===== config.mk =====
export PLATFORM = sky130hd
export DESIGN_NAME = swire_slot_master
export DESIGN_NICKNAME = d
export VERILOG_FILES = /design/src/rtl/swire_slot_master.sv
export SDC_FILE = /design/constraint.sdc
export NUM_CORES = 1
export LEC_CHECK = 0
export BUFFER_PORTS_ARGS = -buffer_cell sky130_fd_sc_hd__buf_2
export CAP_MARGIN = 20
export CORE_MARGIN = 8
export CORE_UTILIZATION = 50
export CTS_CLUSTER_DIAMETER = 200
export DETAILED_ROUTE_END_ITERATION = 7
export PLACE_DENSITY_LB_ADDON = 0.08
export SLEW_MARGIN = 10
export SYNTH_ARGS = -nofsm -noshare
export SYNTH_HDL_FRONTEND = slang
export SYNTH_SLANG_ARGS = --single-unit

===== constraint.sdc =====
create_clock -name clk -period 5.3 [get_ports clk]
set_input_delay 1.59 -clock clk [delete_from_list [all_inputs] [get_ports clk]]
set_output_delay 1.59 -clock clk [all_outputs]
set_load 0.05 [all_outputs]

===== src/rtl/swire_slot_master.sv =====
module swire_slot_master #(
  parameter int CLK_PER_US     = 200,
  parameter int RST_LOW_US     = 480,
  parameter int PRES_SAMPLE_US = 70,
  parameter int RST_TOTAL_US   = 960,
  parameter int SLOT_US        = 65,
  parameter int W0_LOW_US      = 60,
  parameter int SHORT_LOW_US   = 2,
  parameter int RD_SAMPLE_US   = 13
) (
  input  logic       clk,
  input  logic       rst_n,
  input  logic       cmd_valid,
  input  logic [1:0] cmd_op,
  input  logic       cmd_spu,
  output logic       busy,
  output logic       done,
  output logic       rx_bit,
  output logic       presence,
  output logic       bus_drive_low,
  input  logic       bus_in,
  output logic       spu_en
);
  localparam int UW = $clog2(RST_TOTAL_US + 1);
  localparam int PW = (CLK_PER_US > 1) ? $clog2(CLK_PER_US) : 1;
  localparam logic [1:0] OP_RESET = 2'b00;
  localparam logic [1:0] OP_W0    = 2'b01;
  localparam logic [1:0] OP_READ  = 2'b11;

  logic [1:0]    sync_q;
  logic          busy_q, done_q, drv_q, spu_q, spu_arm_q, rx_q, pres_q;
  logic [1:0]    op_q;
  logic [PW-1:0] pre_q;
  logic [UW-1:0] us_q;
  logic [UW-1:0] low_us, end_us;

  wire           tick  = busy_q && (pre_q == PW'(CLK_PER_US - 1));
  wire [UW-1:0]  us_nx = us_q + UW'(1);

  always_comb begin
    case (op_q)
      OP_RESET: low_us = UW'(RST_LOW_US);
      OP_W0:    low_us = UW'(W0_LOW_US);
      default:  low_us = UW'(SHORT_LOW_US);
    endcase
    end_us = (op_q == OP_RESET) ? UW'(RST_TOTAL_US) : UW'(SLOT_US);
  end

  always_ff @(posedge clk or negedge rst_n) begin
    if (!rst_n) begin
      sync_q    <= 2'b11;
      busy_q    <= 1'b0;
      done_q    <= 1'b0;
      drv_q     <= 1'b0;
      spu_q     <= 1'b0;
      spu_arm_q <= 1'b0;
      rx_q      <= 1'b0;
      pres_q    <= 1'b0;
      op_q      <= 2'b00;
      pre_q     <= '0;
      us_q      <= '0;
    end else begin
      sync_q <= {sync_q[0], bus_in};
      done_q <= 1'b0;
      if (!busy_q) begin
        if (cmd_valid) begin
          busy_q    <= 1'b1;
          op_q      <= cmd_op;
          spu_arm_q <= cmd_spu;
          pre_q     <= '0;
          us_q      <= '0;
          drv_q     <= 1'b1;
          spu_q     <= 1'b0;
        end
      end else begin
        pre_q <= tick ? '0 : pre_q + PW'(1);
        if (tick) begin
          us_q <= us_nx;
          if (us_nx == low_us)
            drv_q <= 1'b0;
          if (op_q == OP_READ && us_nx == UW'(RD_SAMPLE_US))
            rx_q <= sync_q[1];
          if (op_q == OP_RESET && us_nx == UW'(RST_LOW_US + PRES_SAMPLE_US))
            pres_q <= ~sync_q[1];
          if (us_nx == end_us) begin
            busy_q <= 1'b0;
            done_q <= 1'b1;
            spu_q  <= spu_arm_q;
          end
        end
      end
    end
  end

  assign busy          = busy_q;
  assign done          = done_q;
  assign rx_bit        = rx_q;
  assign presence      = pres_q;
  assign bus_drive_low = drv_q;
  assign spu_en        = spu_q;
endmodule



# Yosys cells after proc, flatten, opt, wreduce, memory -nomap -nowiden

Cells that the tools add are included.

Bits in registers: 29
Input bits: 7

Add/sub/neg operators: 2
Eq/ne operators: 10
Muxes and demuxes: 23
Bitwise logic cells: 2
Reductions and logical operators: 11

Operator list:

| cell                                           | count |
|---|---|
| two-way mux 10 bit                             | 4 |
| two-way mux 8 bit                              | 3 |
| == test 10 bit                                 | 2 |
| one-hot mux 9 bit (2 select lines)             | 1 |
| two-way mux 1 bit                              | 15 |
| AND reduction 3 bit                            | 4 |
| adder 10 x 1 -> 10 bit, second input constant  | 1 |
| == test 10 bit, second input constant          | 1 |
| == test 10 x 4 -> 1 bit, second input constant | 1 |
| adder 8 x 1 -> 8 bit, second input constant    | 1 |
| == test 8 bit, second input constant           | 1 |
| != test 2 x 1 -> 1 bit, second input constant  | 3 |
| AND reduction 2 bit                            | 2 |
| logical AND 1 bit                              | 3 |
| == test 2 x 1 -> 1 bit, second input constant  | 1 |
| == test 2 bit, second input constant           | 1 |
| zero test 2 bit                                | 1 |
| NOT 1 bit                                      | 2 |
| nonzero test 2 bit                             | 1 |

# Depth between registers and ports, before layout

Gate-level depths: netlist of run 1.

Depth after elaboration: 6
Depth in mapped cells: 8

# Least setup slack after synthesis of run 1

No wires, ideal clock.

Path kind: input to register
Start point: in cmd_valid
End point: reg us_q[4]
Arrival: 2.098 ns
Data required time: 5.172 ns
Slack: 3.075 ns
Stages on the path: 6
Path through: nand2b_1 buf_4 nand2_1 inv_1 o21ai_1 o21ai_0

Longest elaborated chain between the ends: 2

Ends and longest elaborated chain:

| item                          | line | RTL |
|---|---|---|
| from (decl)                   | 13   | `input logic cmd_valid,` |
| nonzero test 2 bit (no line)  | n/a  |  |
| AND reduction 2 bit (no line) | n/a  |  |
| to (signal assigned)          | 78   | `us_q <= us_nx;` |
| to (decl)                     | 34   | `logic [UW-1:0] us_q;` |

Every way passes these cells.
A chain may end at the register's enable or synchronous reset.

# Final worst setup path of run 1

Start point: reg busy_q (netlist: busy)
End point: out busy

RTL lines:

| item                   | line | RTL |
|---|---|---|
| from (decl)            | 31   | `logic busy_q, done_q, drv_q, spu_q, spu_arm_q, rx_q, pres_q;` |
| from (signal assigned) | 52   | `busy_q <= 1'b0;` |
| from (signal assigned) | 67   | `busy_q <= 1'b1;` |
| from (signal assigned) | 86   | `busy_q <= 1'b0;` |
| to (decl)              | 16   | `output logic busy,` |

No word-level cell between the ends.

==> out/qor.csv, run 1 <==
metric,value,unit
track_usage,14.4,%
synth_nets,204,
vias_per_cell,5.80,
cts_tree,done,
grt_max_degree,30,
fp.dieH,75.5,um
hold_class,register to register,
layout_commonest_cell,dfrtp_1,
rr_worst_depth,7,
dr.pass1.iters,4,
slowest_delay,530,ps
crit_family,flip-flops,
fp.dieW,75.5,um
hold_depth,0,
period_needed,2770,ps
hold_buffers,0,
rows,21,
p_leak,0.000761,uW
hold_viol,0,
r2r_end,spu_en$_DFFE_PN0P_,
max_freq,0.361,GHz
synth_seq_cells,29,
crit_type,register to output pin,
cpMaxStageDelayCell,dfrtp_1,
syn_area,1770,sq um
worstMarginPinSlew,662,ps
p_per_area,418,nW/um^2
clk_pin_slew,80,ps
insertion_delay,320,ps
antenna_left,0,
grt.overflow.total,0,
drive_gt1_share,14.7,%
synth_cell_types,44,
numCtsBuffers,5,
vias,1449,
crit_path_cell_trace,buf_2,
syn2layout_area_growth,4.94,%
tns,0,ps
yosysSeqAreaShare,41.1,%
antenna_found_initial,0,
portBuffers,12,
fin_area,1860,sq um
dp_hpwl,2690,um
synth_cells,193,
post_dp_cell_area,1810,sq um
dieArea,5700,sq um
grt_pass1_vias,1397,
drv_slew,0,
status,"finished, final reports clean",
synth.yosys.warnings,0,
path_buf_inv,1,
initialDrtViolationCount,171,
root_buffer,clkbuf_4,
reg2reg_from,us_q[0]$_DFFE_PN0P_,
hold_ws,358,ps
maxCapViolations,0,
routed_wl,3680,um
period_share,52.2,%
gp_congestion,0.869,
clockBufferDepth,2,
htreeDepth,2,
grt_pass1_wl,6340,um
fin_skew,2.25,ps
cp_max_fo,12,
min_to,sync_q[1]$_DFF_PN1_,
start_kind,register,
arrival,1180,ps
wire_per_inst,14.7,um
end_kind,output pin,
start_util,52.7,%
cp.required,3710,ps
finish.utilization,55.3,%
core_area,3360,sq um
setup_viol,0,
fin_nets,214,
hp-start,sync_q[0]$_DFF_PN1_,
slew_headroom,55.5,%
rrSetupSlack,2820,ps
irDropWorstVdd,0.205,mV
cts_post_setup_buffers_inserted,0,
clock_sinks,29,
cts_resized,0,
syn_avg_cell_area,9.18,sq um
layout_common_cells,"27 x dfrtp_1, 26 x nand2_1, 21 x o21ai_0, 15 x nor2_1, 14 x nand3_1",
top_level_ports,13,
rsz0062_at_grt,no,
drc,0,
diodes,0,
-- flip-flops by register name (all words and copies together), names as in the netlist --
name           cells
presence           1
done               1
busy               1
pre_q              8
op_q               2
bus_drive_low      1
us_q              10
rx_bit             1
spu_arm_q          1
spu_en             1
sync_q             2
-- worst max-delay path by stage --
stage,from,to,slack [ps],depth (start not counted)
after floorplan,cmd_valid,us_q[4]$_DFFE_PN0P_,3070,6
after CTS,busy$_DFF_PN0_,busy,2510,1
after global placement,cmd_valid,us_q[8]$_DFFE_PN0P_,2840,6
final,busy$_DFF_PN0_,busy,2530,1
after global routing,busy$_DFF_PN0_,busy,2460,1
after detailed placement,cmd_valid,us_q[4]$_DFFE_PN0P_,2790,6
-- synth_stat cells (all sizes together) --
master | n | area share (%)
a2111oi | 1 | 0.85
a211oi | 1 | 0.71
a21bo | 1 | 0.56
a21boi | 1 | 0.42
a21oi | 2 | 0.56
a31oi | 2 | 0.71
a32oi | 1 | 0.49
and2 | 1 | 0.35
and3 | 3 | 1.1
and3b | 1 | 0.56
and4 | 1 | 0.56
buf | 7 | 4.0
clkbuf | 2 | 0.42
dfrtp | 27 | 38
dfstp | 2 | 3.0
ha | 4 | 2.8
inv | 8 | 1.7
mux2 | 2 | 1.5
mux2i | 4 | 2.3
nand2 | 26 | 5.5
nand2b | 5 | 1.8
nand3 | 15 | 4.5
nand4 | 6 | 3.0
nand4b | 1 | 0.49
nor2 | 15 | 3.2
nor2b | 4 | 1.4
nor3 | 5 | 2.3
nor4 | 2 | 0.71
nor4b | 1 | 1.3
o21ai | 24 | 6.8
o22ai | 2 | 0.71
o31ai | 2 | 0.85
o32ai | 1 | 0.49
o41ai | 3 | 1.5
or2 | 1 | 0.35
xnor2 | 6 | 3.0
xor2 | 3 | 1.5
-- stage by stage --
| step | worst slack (ps) | power (uW) | instances |
|---|---|---|---|
| floorplan | 3070 | 606 | 193 |
| detailed placement | 2790 | 653 | 242 |
| finish | 2530 | 778 | 250 |
| global route | 2460 | 839 | 250 |
| CTS | 2510 | 781 | 250 |
| global placement | 2840 | 643 | 242 |
-- report_power, final --
| group | internal [uW] | switching, uW |
|---|---|---|
| combinational | 113 | 155 |
| clock | 52.8 | 71.2 |
| sequential | 281 | 105 |
-- routing by layer --
| metal | wire length (um) | GRT usage [%] |
|---|---|---|
| met2 | 1740 | 22.5 |
| met5 | 0 | 0 |
| met3 | 164 | 3.16 |
| met4 | 59 | 5.76 |
| met1 | 1710 | 18.8 |
-- logic make-up after synthesis --
family	share of synthesized area, %
simple gates	27.1
buf+inv	6.14
compound gates	14.6
flops	41.1
fa+ha+maj	2.82
mux	3.74
xor+xnor	4.45
-- layout make-up --
type,count,area (sq um)
Fill cell,327,1500
Multi-Input combinational cell,147,935
Sequential cell,29,728
Timing Repair Buffer,12,60.1
Tap cell,46,57.6
Clock buffer,8,48.8
Inverter,8,30.0
No activity file was read; power rests on OpenSTA's default activity.
==> inputs of run 2 (changes only) <==
--- a/config.mk
+++ b/config.mk
@@ -5,6 +5,7 @@
 export SDC_FILE = /design/constraint.sdc
 export NUM_CORES = 1
 export LEC_CHECK = 0
+export ABC_AREA = 1
 export BUFFER_PORTS_ARGS = -buffer_cell sky130_fd_sc_hd__buf_2
 export CAP_MARGIN = 20
 export CORE_MARGIN = 8
==> constraint.sdc (replaced) <==
create_clock -name clk -period 2.2 [get_ports clk]
set_input_delay 0.66 -clock clk [delete_from_list [all_inputs] [get_ports clk]]
set_output_delay 0.66 -clock clk [all_outputs]
set_load 0.05 [all_outputs]
==> run 2 against run 1 <==
- global-route usage up 1.6 points
- worst hold slack worse by 9.0 ps
- synthesized cell count rose by 23%
- power grew to 2.8 times the previous value
- final area grew 4.2%
- wire length rose by 3.0%
- non-clock buffer count rose by 3
- setup slack worse by 2200 ps
- first-iteration DRC count fell by 27%
- critical path depth rose by 10
- clock-buffer cell count fell by 2
- critical path type is now register to register
- largest cell class unchanged
- highest routed layer unchanged
==> out/qor.csv, run 2 <==
metric,value,unit
p_clk_share,14.2,%
crit_type,register to register,
yosysSeqAreaShare,41.5,%
largest_reg_flops,10,
clk_pin_slew,100,ps
largest-register,us_q,
multiInputGateArea,890,sq um
hold_class,input port to asynchronous set/reset pin,
yosys-top-cells-count,"57 x nand2_1, 32 x inv_1, 31 x nor2_1, 27 x dfrtp_1, 21 x nand3_1",
root_buffer,clkbuf_4,
wire_per_inst,12.4,um
p_seq_share,41.3,%
cts_post_setup_buffers_inserted,0,
cts_resized,0,
irDropWorstVdd,0.555,mV
top_level_ports,13,
rows,21,
vias,1555,
arrival,2060,ps
hold_buffers,0,
cp_max_fo,8,
start_kind,register,
p_leak,0.00101,uW
largest_registers,"us_q (10), pre_q (8)",
p_switching,1020,uW
dp_hpwl,2910,um
fp.dieH,75.3,um
htreeDepth,2,
synth_nets,249,
dr.pass1.iters,4,
dieArea,5660,sq um
sw_frac_of_total,46.4,%
gp_congestion,0.879,
worstMarginPinSlew,643,ps
fin_skew,5.16,ps
netlist.area_leader.share,38.5,%
comb_power_share,44.5,%
synth_seq_cells,29,
grt_pass1_wl,6800,um
slew_headroom,57.1,%
diodes,0,
grt_pass1_vias,1533,
p_int,1180,uW
portBuffers,12,
fillers,344,
fin_nets,269,
drive_gt1_share,18.1,%
drc,0,
initialDrtViolationCount,124,
p_per_area,1140,nW/um^2
clockBufferDepth,2,
cp.required,2430,ps
syn_area,1760,sq um
synth.yosys.warnings,0,
finalPower,2200,uW
track_usage,16.0,%
insertion_delay,320,ps
setup_viol,0,
grt_max_degree,30,
numCtsBuffers,5,
syn2layout_area_growth,10.3,%
maxCapViolations,0,
period_share,83.5,%
yosysMostFrequentCell,nand2_1,
end_kind,register,
status,"finished, final reports clean",
grt.overflow.total,0,
layout_commonest_cell,nand2_1,
fin_ws,363,ps
synth_cell_types,26,
synthTopCellsByArea,"dfrtp_1 38%, nand2_1 12%, inv_1 6.8%",
period_needed,1840,ps
register_area,728,sq um
antenna_left,0,
core_area,3360,sq um
fp.dieW,75.3,um
cts_tree,done,
routed_wl,3790,um
antenna_found_initial,0,
clock_sinks,29,
synth_cells,238,
ys_async_sr_fraction,100,%
vias_per_cell,5.10,
rsz0062_at_grt,no,
layout_common_cells,"57 x nand2_1, 32 x inv_1, 31 x nor2_1, 27 x dfrtp_1, 21 x nand3_1",
max_freq,0.544,GHz
hold_viol,0,
drv_slew,0,
synthFlopType,dfrtp_1,
post-place-ws,390,ps
syn_avg_cell_area,7.38,sq um
synth_edf_count,0,
tns,0,ps
synth_top_area_cell,dfrtp_1,
start_util,52.2,%
-- run 2: changes by cell type after synthesis, sizes merged, moves of 4 or more --
| cell | previous run | this run |
|---|---|---|
| mux2i | 4 | 0 |
| nand2b | 5 | 0 |
| buf | 7 | 2 |
| nor2 | 15 | 39 |
| nor2b | 4 | 0 |
| o22ai | 2 | 6 |
| a21oi | 2 | 7 |
| nand3 | 15 | 23 |
| nor3 | 5 | 1 |
| nand2 | 26 | 67 |
| xnor2 | 6 | 0 |
| o21ai | 24 | 12 |
| inv | 8 | 34 |
-- run 2: worst paths after layout --
kind	startpoint	end	slack (ps)	cells after the start
setup / recovery	us_q[0]$_DFFE_PN0P_	presence$_DFFE_PN0P_	360	11
hold / removal	rst_n	rx_bit$_DFFE_PN0P_	350	1
setup reg to reg	us_q[0]$_DFFE_PN0P_	presence$_DFFE_PN0P_	360	11
hold reg to reg	sync_q[0]$_DFF_PN1_	sync_q[1]$_DFF_PN1_	360	0
max in group asynchronous	rst_n	us_q[2]$_DFFE_PN0P_	1440	1
min in group clk	sync_q[0]$_DFF_PN1_	sync_q[1]$_DFF_PN1_	360	0
-- run 2: power by group through the flow --
stage                     Sequential (uW)  Clock, uW  Combinational, uW
after detailed placement              911          0                980
after CTS                             905        327                982
after global placement                914          0                976
after global routing                  935        349               1140
final                                 909        312                979
after floorplan                       873          0                789
-- run 2: cell families (layout without fill, tap and decap cells) --
kind of cell	after synthesis	in the layout	share of synthesized area (%)
and+or+nand+nor	137	137	36.7
adders and majority gates	4	4	2.85
buffers and inverters	36	57	7.84
DFF	29	29	41.5
muxes	1	1	0.641
AOI/OAI and AO/OA	28	28	8.98
xor gates and xnor gates	3	3	1.50
-- run 2: routing by layer --
| metal | global-route usage (%) | up-vias | wire length (um) |
|---|---|---|---|
| li1 | - | 804 | - |
| met3 | 5.06 | 5 | 200 |
| met2 | 24.4 | 38 | 1720 |
| met1 | 20.3 | 708 | 1810 |
| met4 | 6.82 | 0 | 60 |
| met5 | 0 | - | 0 |
-- run 2: final cells by class --
cell class / count / share of cell area [%]
inverter: 34 / 6.59
tap: 46 / 2.97
sequential: 29 / 37.6
clock buffer: 6 / 2.13
multi-input combinational: 173 / 45.9
clock inverter: 2 / 0.517
timing repair buffer: 15 / 4.26
-- run 2: stage by stage --
step / cells / area [sq um] / hold WS (ps) / utilization, %
floorplan: 238 / 1760 / 345 / -
global placement: 297 / 1890 / 346 / 56.1
detailed placement: 297 / 1890 / 347 / 56.1
CTS: 305 / 1940 / 360 / 57.6
global route: 305 / 1940 / 368 / 57.6
finish: 305 / 1940 / 349 / 57.6
-- run 2: critical path, cell delays in order (launching register included) --
cell and delay (ps):
dfrtp_1 480, ha_1 270, nand2_2 150, inv_1 70, nor2_1 160, nand3_1 90, nor2_1 90, nand2_1 60
nor2_1 110, nand3_1 100, o21ai_1 130, inv_1 50
